### src/rtl/npc_pkg.sv
package npc_pkg;

    localparam logic [5:0] OP_SPECIAL = 6'h00;
    localparam logic [5:0] OP_SIGNBR  = 6'h01;
    localparam logic [5:0] OP_JUMP    = 6'h02;
    localparam logic [5:0] OP_JLINK   = 6'h03;
    localparam logic [5:0] OP_LEZ     = 6'h06;
    localparam logic [5:0] OP_GTZ     = 6'h07;
    localparam logic [5:0] FN_JREG    = 6'h08;
    localparam logic [4:0] SUB_LTZ    = 5'h00;
    localparam logic [4:0] SUB_GEZ    = 5'h01;

    typedef enum logic [2:0] {
        CF_SEQ,
        CF_BRANCH,
        CF_JUMP,
        CF_JLINK,
        CF_JREG
    } cf_kind_e;

    typedef enum logic [1:0] {
        CND_LTZ,
        CND_GEZ,
        CND_LEZ,
        CND_GTZ
    } cond_e;

endpackage

### src/rtl/npc_decode.sv
module npc_decode
    import npc_pkg::*;
(
    input  logic [5:0] opcode_i,
    input  logic [4:0] subop_i,
    input  logic [5:0] funct_i,
    output cf_kind_e   kind_o,
    output cond_e      cond_o
);
    always_comb begin
        kind_o = CF_SEQ;
        cond_o = CND_LTZ;
        unique case (opcode_i)
            OP_SPECIAL: begin
                if (funct_i == FN_JREG) kind_o = CF_JREG;
            end
            OP_SIGNBR: begin
                if (subop_i == SUB_LTZ) begin
                    kind_o = CF_BRANCH;
                    cond_o = CND_LTZ;
                end else if (subop_i == SUB_GEZ) begin
                    kind_o = CF_BRANCH;
                    cond_o = CND_GEZ;
                end
            end
            OP_LEZ: begin
                if (subop_i == 5'h00) begin
                    kind_o = CF_BRANCH;
                    cond_o = CND_LEZ;
                end
            end
            OP_GTZ: begin
                if (subop_i == 5'h00) begin
                    kind_o = CF_BRANCH;
                    cond_o = CND_GTZ;
                end
            end
            OP_JUMP:  kind_o = CF_JUMP;
            OP_JLINK: kind_o = CF_JLINK;
            default:  kind_o = CF_SEQ;
        endcase
    end
endmodule

### src/rtl/npc_sign_test.sv
module npc_sign_test
    import npc_pkg::*;
#(
    parameter int XLEN = 32
) (
    input  logic [XLEN-1:0] value_i,
    input  cond_e           cond_i,
    output logic            pass_o
);
    logic neg;
    logic zero;

    assign neg  = value_i[XLEN-1];
    assign zero = (value_i == '0);

    always_comb begin
        unique case (cond_i)
            CND_LTZ: pass_o = neg;
            CND_GEZ: pass_o = !neg;
            CND_LEZ: pass_o = neg || zero;
            CND_GTZ: pass_o = !neg && !zero;
            default: pass_o = 1'b0;
        endcase
    end
endmodule

### src/rtl/npc_target.sv
module npc_target #(
    parameter int XLEN    = 32,
    parameter int OFF_W   = 16,
    parameter int JIDX_W  = 26
) (
    input  logic [XLEN-1:0]   pc_i,
    input  logic [OFF_W-1:0]  offset_i,
    input  logic [JIDX_W-1:0] jidx_i,
    output logic [XLEN-1:0]   seq_o,
    output logic [XLEN-1:0]   link_o,
    output logic [XLEN-1:0]   branch_o,
    output logic [XLEN-1:0]   jump_o
);
    localparam int EXT_W = XLEN - OFF_W - 2;
    localparam int LOW_W = JIDX_W + 2;

    logic [XLEN-1:0] disp;

    assign seq_o    = pc_i + XLEN'(4);
    assign link_o   = pc_i + XLEN'(8);
    assign disp     = {{EXT_W{offset_i[OFF_W-1]}}, offset_i, 2'b00};
    assign branch_o = seq_o + disp;
    assign jump_o   = {seq_o[XLEN-1:LOW_W], jidx_i, 2'b00};
endmodule

### src/rtl/cf_next_pc.sv
module cf_next_pc
    import npc_pkg::*;
#(
    parameter int XLEN     = 32,
    parameter int LINK_REG = 31
) (
    input  logic [31:0]     instr_i,
    input  logic [XLEN-1:0] pc_i,
    input  logic [XLEN-1:0] rs_val_i,
    output logic [XLEN-1:0] next_pc_o,
    output logic            taken_o,
    output logic            link_we_o,
    output logic [4:0]      link_idx_o,
    output logic [XLEN-1:0] link_val_o
);
    cf_kind_e        kind;
    cond_e           cond;
    logic            cond_pass;
    logic [XLEN-1:0] seq_pc;
    logic [XLEN-1:0] br_pc;
    logic [XLEN-1:0] jmp_pc;
    logic            unused_rs_field;

    assign unused_rs_field = ^instr_i[25:21];

    npc_decode u_decode (
        .opcode_i (instr_i[31:26]),
        .subop_i  (instr_i[20:16]),
        .funct_i  (instr_i[5:0]),
        .kind_o   (kind),
        .cond_o   (cond)
    );

    npc_sign_test #(.XLEN(XLEN)) u_sign (
        .value_i (rs_val_i),
        .cond_i  (cond),
        .pass_o  (cond_pass)
    );

    npc_target #(.XLEN(XLEN), .OFF_W(16), .JIDX_W(26)) u_target (
        .pc_i     (pc_i),
        .offset_i (instr_i[15:0]),
        .jidx_i   (instr_i[25:0]),
        .seq_o    (seq_pc),
        .link_o   (link_val_o),
        .branch_o (br_pc),
        .jump_o   (jmp_pc)
    );

    always_comb begin
        next_pc_o = seq_pc;
        taken_o   = 1'b0;
        link_we_o = 1'b0;
        unique case (kind)
            CF_BRANCH: begin
                taken_o   = cond_pass;
                next_pc_o = cond_pass ? br_pc : seq_pc;
            end
            CF_JUMP: begin
                taken_o   = 1'b1;
                next_pc_o = jmp_pc;
            end
            CF_JLINK: begin
                taken_o   = 1'b1;
                link_we_o = 1'b1;
                next_pc_o = jmp_pc;
            end
            CF_JREG: begin
                taken_o   = 1'b1;
                next_pc_o = rs_val_i;
            end
            default: begin
                taken_o   = 1'b0;
                next_pc_o = seq_pc;
            end
        endcase
    end

    assign link_idx_o = 5'(LINK_REG);
endmodule

### config.mk
export PLATFORM = sky130hd
export DESIGN_NAME = cf_next_pc
export DESIGN_NICKNAME = d
export VERILOG_FILES = /design/src/rtl/npc_pkg.sv /design/src/rtl/npc_decode.sv /design/src/rtl/npc_sign_test.sv /design/src/rtl/npc_target.sv /design/src/rtl/cf_next_pc.sv
export SDC_FILE = /design/constraint.sdc
export NUM_CORES = 1
export LEC_CHECK = 0
export BUFFER_PORTS_ARGS = -buffer_cell sky130_fd_sc_hd__buf_2
export CORE_MARGIN = 2
export CORE_UTILIZATION = 30
export DETAILED_ROUTE_END_ITERATION = 10
export PLACE_DENSITY = 0.58
export SYNTH_ARGS = -nofsm -noshare
export SYNTH_HDL_FRONTEND = slang
export SYNTH_SLANG_ARGS = --single-unit
### constraint.sdc
create_clock -name vclk -period 5.1
set_input_delay 0.765 -clock vclk [all_inputs]
set_output_delay 0.765 -clock vclk [all_outputs]
set_load 0.02 [all_outputs]
==> results.yml, run 1 <==
timing:
  drv_slew: 0
  finalCritPeriodShare_pct: 97.3
  fin_ws_ns: 0.138
  setup_viol: 0
  relSlewSlack_pct: 51.2
  hold_viol: 0
  worstMarginPinSlew_ns: 0.732
  layout_min_cycle_time_ns: 4.96
  max_freq_mhz: 202
  timing.hold.ws_ns: 1.76
grt:
  grt_max_degree: 36
  grt-busiest-layer: "met2"
  met2_usage_pct: 38.3
  grt_pass1_vias: 4528
  grtUsageMet3_pct: 2.07
  antenna_found_initial: 0
  grt_use_total_pct: 21.9
  gr-total-overflow: 0
  use_met1_pct: 29.9
  grt_pass1_wl_um: 23000
finish:
  clockBufferCount: 0
  diodes: 0
  seq_cells: 0
  finalNetCount: 840
  final_common_cell: "buf_2"
  drive_gt1_share_pct: 38.9
  layout.cells.non_filler: 848
  final_cell_mix: "buf_2, nand2_1, buf_4"
  post-route-util_pct: 43.8
  fillCellCount: 1197
  ff_latch_area_um2: 0
  multi_input_area_um2: 3490
  area_growth_pct: 43.8
floorplanning:
  io_pins: 167
  die_w_um: 111
  initial_utilization_pct: 30.5
  fp.coreArea_um2: 11400
  die_area_um2: 12400
  rows: 39
  fp.dieH_um: 111
placement:
  gp_congestion: 0.914
  dp.cells: 840
  portBuffers: 162
  place_hpwl_um: 12300
  place_ws_ns: -0.00744
routing:
  drc: 0
  vias: 4716
  detail-route-antenna-nets: 0
  first_pass_iters: 8
  drt-total-wl_um: 14800
  vias_per_cell: 5.56
  drt_iter0_drc: 361
  wire_per_inst_um: 17.4
logic_synthesis:
  ys_types: 66
  synthTopCellsByArea: "ha_1, xnor2_1, xor2_1, nand2_1, a222oi_1"
  synth_cells: 507
  ys_seq_area_share_pct: 0
  yosys.area.top_type: "ha_1"
  yosys_warnings: 0
  postSynthAreaPerCell_um2: 6.84
  synthesis.area_um2: 3470
  netlist.area_leader.share_pct: 13.0
worst_hold_path:
  hold_path_class: "primary input to output port"
power_and_ir_drop:
  power_leakage_nw: 2.37
  finalPower_w: 0.000511
  powerDensity_nw_per_um2: 102
  ir_drop_mv: 0.0392
worst_setup_path:
  required_ns: 4.34
  critPathKind: "primary input to output port"
  cp-end-kind: "output port"
  worstPathArrival_ns: 4.20
  cp-start-kind: "primary input"
  worst-path-max-fanout: 9
cts:
  holdBufCountCts: 0
flow_run:
  drv_cap: 0
run_status:
  status: "complete, no violations"
-- where the power goes --
part           leakage (nW)  internal [W]  total [W]  switching [W]
registers                 0             0          0              0
logic                  2.37      0.000214   0.000511       0.000296
clock network             0             0          0              0
-- cells in the mapped netlist, types with 9 or more instances --
cell type   n
a21oi_1    38
clkbuf_1   10
nand4_1     9
a222oi_1   21
nor2_1     32
nand2_1    64
xnor2_1    41
a21o_1     10
xor2_1     38
buf_4      10
nor4_1     12
ha_1       36
inv_1      13
and3_1     10
o21ai_0    18
nand3_1    23
o21ai_1    23
-- path summary, 6_finish.rpt --
check,start,end,slack (ns),cells past startpoint
setup / recovery,pc_i[2],next_pc_o[31],0.14,18
hold / removal,pc_i[1],link_val_o[1],1.76,2
-- worst max-delay path, cell delays in order --
cell,delay [ns]
buf_2,0.11
ha_4,0.15
nand3_2,0.11
buf_4,0.16
nor4_1,0.31
xor2_1,0.11
buf_4,0.16
ha_4,0.32
a21o_1,0.15
a21oi_1,0.06
o21ai_0,0.25
a31o_1,0.24
o21ai_4,0.10
or3_1,0.38
a211oi_2,0.23
mux2i_1,0.11
a221o_1,0.32
buf_2,0.16
-- area by class of cell --
cell class	instances	share of cell area (%)
Inverter	14	1.13
Multi-Input combinational cell	470	70.1
Timing Repair Buffer	221	25.2
Tap cell	143	3.59
-- routing by layer --
metal / share of wire, % / wire length (um)
met1: 46 / 6790
met5: 0 / 0
met2: 46 / 6830
met3: 6.0 / 889
met4: 1.9 / 280
-- metrics by stage --
stage                     TNS [ns]  cell area [um2]
final                            0             4980
after global routing       -0.0327             4980
after CTS                        0             4710
after detailed placement  -0.00744             4710
after global placement           0             4710
after floorplan                  0             3480
-- cell families (layout without fill, tap and decap cells) --
group           after synthesis  in the layout  share of synthesized area (%)
other cells                   1              5                          0.108
simple gates                194            194                           28.8
compound gates              153            153                           30.6
buf+inv                      41            235                           5.78
mux                           1              1                          0.289
xor+xnor                     80             80                           20.8
fa+ha+maj                    37             37                           13.6
-- repair_timing --
action / CTS / global route
setup buffers: 0 / 8
pin swaps: 1 / 15
resized for setup: 0 / 41
setup endpoints to repair: 1 / 9
Note: power is estimated with default switching activity, not from simulation.
==> inputs of run 2 (changes only) <==
Settings changed: PLACE_DENSITY 0.58 to 0.56, SYNTH_HIERARCHICAL set to 1.
==> run 2 against run 1 <==
Effect of this change:
- sequential share of layout area did not move
- die area rose by 16%
- final area rose by 0.65%
- critical path depth is the same
- via count rose by 1.3%
- routed wire length rose by 0.85%
- total power fell by 5.6%
- sequential cell count unchanged
- first-iteration DRC count is 24% higher
==> results.yml, run 2 <==
worst_setup_path:
  cp-end-kind: "output port"
  cp-start-kind: "primary input"
  critPathKind: "primary input to output port"
  cpLargestDelayFamily: "compound AO/OA/AOI/OAI gates"
  cp_slowest_cell: "nor4_4"
  critPathLaunch: "pc_i[10]"
  worstPathArrival_ns: 4.14
  worst-path-buf-inv: 2
  required_ns: 4.34
  worst-path-max-fanout: 7
  max_stage_delay_ns: 0.38
  path_cells: "buf_2, nand4_2, nor4_4, nand3_2, nor3_2, nand2_1, xnor2_2, ha_1, a21oi_1, o21bai_1, a21oi_2, o21ai_0, a21o_1, a22oi_1, o21ai_0, a41oi_1, a221o_1, buf_2"
grt:
  grt_pass1_wl_um: 23300
  grt_pass1_vias: 4411
  gr-total-overflow: 0
  grt_max_degree: 68
  antenna_found_initial: 0
  grt_use_total_pct: 19.7
routing:
  vias: 4777
  detail-route-antenna-nets: 0
  vias_per_cell: 5.28
  drc: 0
  drt-total-wl_um: 14900
  drt_iter0_drc: 448
  first_pass_iters: 6
  wire_per_inst_um: 16.5
finish:
  area_growth_pct: 24.3
  multi_input_area_um2: 3630
  final_common_cell: "buf_2"
  finalNetCount: 862
  drive_gt1_share_pct: 34.3
  post-route-util_pct: 38.0
  final_area_um2: 5010
  fillCellCount: 1417
  clockBufferCount: 0
  seq_cells: 0
  final_cell_mix: "buf_2, nand2_1, buf_4"
  ff_latch_area_um2: 0
  diodes: 0
power_and_ir_drop:
  ir_drop_mv: 0.0275
  seqPwrFrac_pct: 0
  p_comb_share_pct: 100.0
  power_leakage_nw: 2.25
  p_int_w: 0.000200
  swShare_pct: 58.5
  powerDensity_nw_per_um2: 96.1
  power_frac_clock_pct: 0
  net-switching-power_w: 0.000282
logic_synthesis:
  netlist.area_leader.share_pct: 10.9
  synthTopCellsByArea: "ha_1, nand2_1, xnor2_1, buf_4, xor2_1"
  yosys_warnings: 6
  ys_seq_area_share_pct: 0
  postSynthAreaPerCell_um2: 6.73
  synth_common_cells: "nand2_1, xnor2_1, buf_4"
  synthesis.area_um2: 4040
  synth_cells: 600
  yosys.area.top_type: "ha_1"
  ys_types: 68
  synth.most_common_cell: "nand2_1"
floorplanning:
  die_area_um2: 14400
  rows: 42
  io_pins: 167
  initial_utilization_pct: 30.6
  fp.dieH_um: 120
  die_w_um: 120
  fp.coreArea_um2: 13200
timing:
  relSlewSlack_pct: 58.5
  layout_min_cycle_time_ns: 4.91
  worstMarginPinSlew_ns: 0.622
  hold_viol: 0
  setup_viol: 0
  finalCritPeriodShare_pct: 96.2
  drv_slew: 0
  max_freq_mhz: 204
  tns_ns: 0
  rsz0062_at_grt: "false"
placement:
  gp_congestion: 0.892
  place_hpwl_um: 12200
  place_area_um2: 4850
  portBuffers: 162
worst_hold_path:
  hp-start: "pc_i[0]"
  hold_path_class: "primary input to output port"
flow_run:
  drv_cap: 0
run_status:
  status: "complete, no violations"
cts:
  holdBufCountCts: 0
==> run 2: power groups by stage <==
stage,logic [W],registers [W],clock network (W)
finish,0.000482,0,0
CTS,0.000467,0,0
floorplan,0.000326,0,0
global route,0.000529,0,0
detailed placement,0.000464,0,0
global placement,0.000467,0,0
==> run 2: routing by layer <==
layer / share of wire, % / GRT usage (%)
met1: 47 / 28.7
met2: 44 / 31.5
met3: 7.6 / 2.61
met4: 1.3 / 2.21
met5: 0 / 0
==> run 2: area by class of cell <==
class                           count  area share (%)
Multi-Input combinational cell    512            72.3
Timing Repair Buffer              203            22.3
Tap cell                          176            4.39
Inverter                           13           0.973
==> run 2: cell families after synthesis <==
logic type / share of synthesized area [%]
multiplexers: 0.248
AO/OA/AOI/OAI: 27.5
XOR/XNOR: 18.0
buffers and inverters: 13.7
other: 0.186
adder cells (fa/ha/maj): 11.3
AND/OR/NAND/NOR: 29.0
==> run 2: worst paths after layout <==
check | to | cells after the start
min | link_val_o[0] | 2
max | next_pc_o[28] | 18
==> run 2: timing repair <==
action / in CTS / in global routing
endpoints found under the hold margin: 0 / 0
buffers inserted: 0 / 7
resized for setup: 2 / 22
pin swaps: 0 / 10
endpoints found under the setup margin: 2 / 11
==> run 2: metrics by stage <==
| stage | setup WS [ns] | cells | total power [W] | hold WS (ns) |
|---|---|---|---|---|
| after CTS | 0.0283 | 897 | 0.000467 | 1.78 |
| after detailed placement | -0.0519 | 897 | 0.000464 | 1.78 |
| after global routing | 0.0000497 | 904 | 0.000529 | 1.80 |
| after floorplan | 0.214 | 605 | 0.000326 | 1.61 |
| after global placement | -0.0712 | 897 | 0.000467 | 1.78 |
| final | 0.192 | 904 | 0.000482 | 1.78 |
==> inputs of run 3 (changes only) <==
Settings changed: CORE_UTILIZATION 30 to 50, PLACE_DENSITY 0.56 to 0.85.
==> run 3 against run 2 <==
Effect of this change:
- non-clock buffer count shrank 5
- clock-buffer cell count stayed put
- combinational power up 1%
- sequential cell count unchanged
- utilization increased by 26 points
- highest routed layer unchanged
==> results.yml, run 3 (same netlist as run 2, synthesis figures left out) <==
routing:
  drt_iter0_drc: 474
  vias_per_cell: 6.01
  drc: 0
  first_pass_iters: 5
  vias: 4956
  wire_per_inst_um: 16.5
  detail-route-antenna-nets: 0
  drt-total-wl_um: 13600
grt:
  gr-total-overflow: 0
  grt_pass1_vias: 4408
  grt_pass1_wl_um: 20900
  antenna_found_initial: 0
  grt_max_degree: 40
  grt_use_total_pct: 28.5
finish:
  multi_input_area_um2: 3690
  final_cell_mix: "buf_2, nand2_1, xnor2_1"
  drive_gt1_share_pct: 34.9
  finalNetCount: 857
  clockBufferCount: 0
  final_common_cell: "buf_2"
  area_growth_pct: 22.6
  fillCellCount: 712
  ff_latch_area_um2: 0
  diodes: 0
  seq_cells: 0
floorplanning:
  rows: 32
  die_w_um: 93.8
  fp.coreArea_um2: 7770
  fp.dieH_um: 93.8
  io_pins: 167
  initial_utilization_pct: 51.9
  die_area_um2: 8810
worst_setup_path:
  worst-path-max-fanout: 6
  required_ns: 4.34
  path_cells: "buf_2, buf_4, ha_1, nand3_1, xnor2_2, ha_1, nand2_2, o211ai_1, o211ai_1, o211a_1, o41ai_4, nand3_1, nand2_1, a41oi_1, a221o_1, buf_2"
  cp_slowest_cell: "o41ai_4"
  worst-path-buf-inv: 3
  max_stage_delay_ns: 0.42
  cp-start-kind: "primary input"
  critPathKind: "primary input to output port"
  cp-end-kind: "output port"
  worstPathArrival_ns: 4.23
  cpLargestDelayFamily: "compound AO/OA/AOI/OAI gates"
timing:
  setup_viol: 0
  tns_ns: 0
  layout_min_cycle_time_ns: 5.00
  drv_slew: 0
  hold_viol: 0
  relSlewSlack_pct: 59.8
  worstMarginPinSlew_ns: 0.597
  timing.hold.ws_ns: 1.78
  finalCritPeriodShare_pct: 98.0
  max_freq_mhz: 200
placement:
  portBuffers: 162
  gp_congestion: 0.944
  place_hpwl_um: 11000
power_and_ir_drop:
  powerDensity_nw_per_um2: 98.6
  power_leakage_nw: 2.26
  ir_drop_mv: 0.0407
cts:
  holdBufCountCts: 0
flow_run:
  drv_cap: 0
worst_hold_path:
  hold_path_class: "primary input to output port"
run_status:
  status: "complete, no violations"
## run 3: cell types whose count changed in the layout (fill, tap and decap cells not counted), moves of 2 or more
| cell | previous run | this run |
|---|---|---|
| buf_4 | 41 | 36 |
| ha_2 | 2 | 5 |
| xnor2_1 | 40 | 37 |
| nor2_2 | 4 | 2 |
| xnor2_2 | 6 | 9 |
| a21oi_1 | 22 | 20 |
| ha_1 | 33 | 29 |
| a21oi_2 | 4 | 6 |
## run 3: cell type report
type	instances	share of cell area [%]
inverter	13	0.986
tap	102	2.58
timing repair buffer	198	21.9
multi-input combinational	512	74.6
## run 3: timing repair
action,4_1_cts,5_1_grt
endpoints found under the setup margin,0,12
setup buffers,0,7
resized for setup,0,34
## run 3: final timing paths
| path | from | cells after the start | slack, ns | to |
|---|---|---|---|---|
| min | pc_i[1] | 2 | 1.78 | link_val_o[1] |
| max | pc_i[3] | 16 | 0.10 | next_pc_o[28] |
## run 3: per-stage QoR
step	instance area (um2)	power, W	cells	utilization, %	worst slack (ns)
floorplan	4050	0.000326	605	-	0.214
global placement	4720	0.000449	818	60.8	0.0812
detailed placement	4720	0.000453	818	60.8	0.0408
CTS	4720	0.000455	818	60.8	0.0302
global route	4950	0.000525	825	63.7	-0.0379
finish	4950	0.000488	825	63.7	0.102
## run 3: power breakdown
group          internal, W  total, W  switching (W)  leakage (nW)
combinational     0.000202  0.000488       0.000286          2.26
sequential               0         0              0             0
clock                    0         0              0             0
## run 3: per-layer routing
layer / part of all wire [%] / vias up / GRT usage [%]
li1: - / 2383 / -
met1: 44 / 2268 / 40.5
met2: 46 / 278 / 48.5
met3: 8.0 / 27 / 1.20
met4: 1.5 / 0 / 4.59
met5: 0 / - / 0
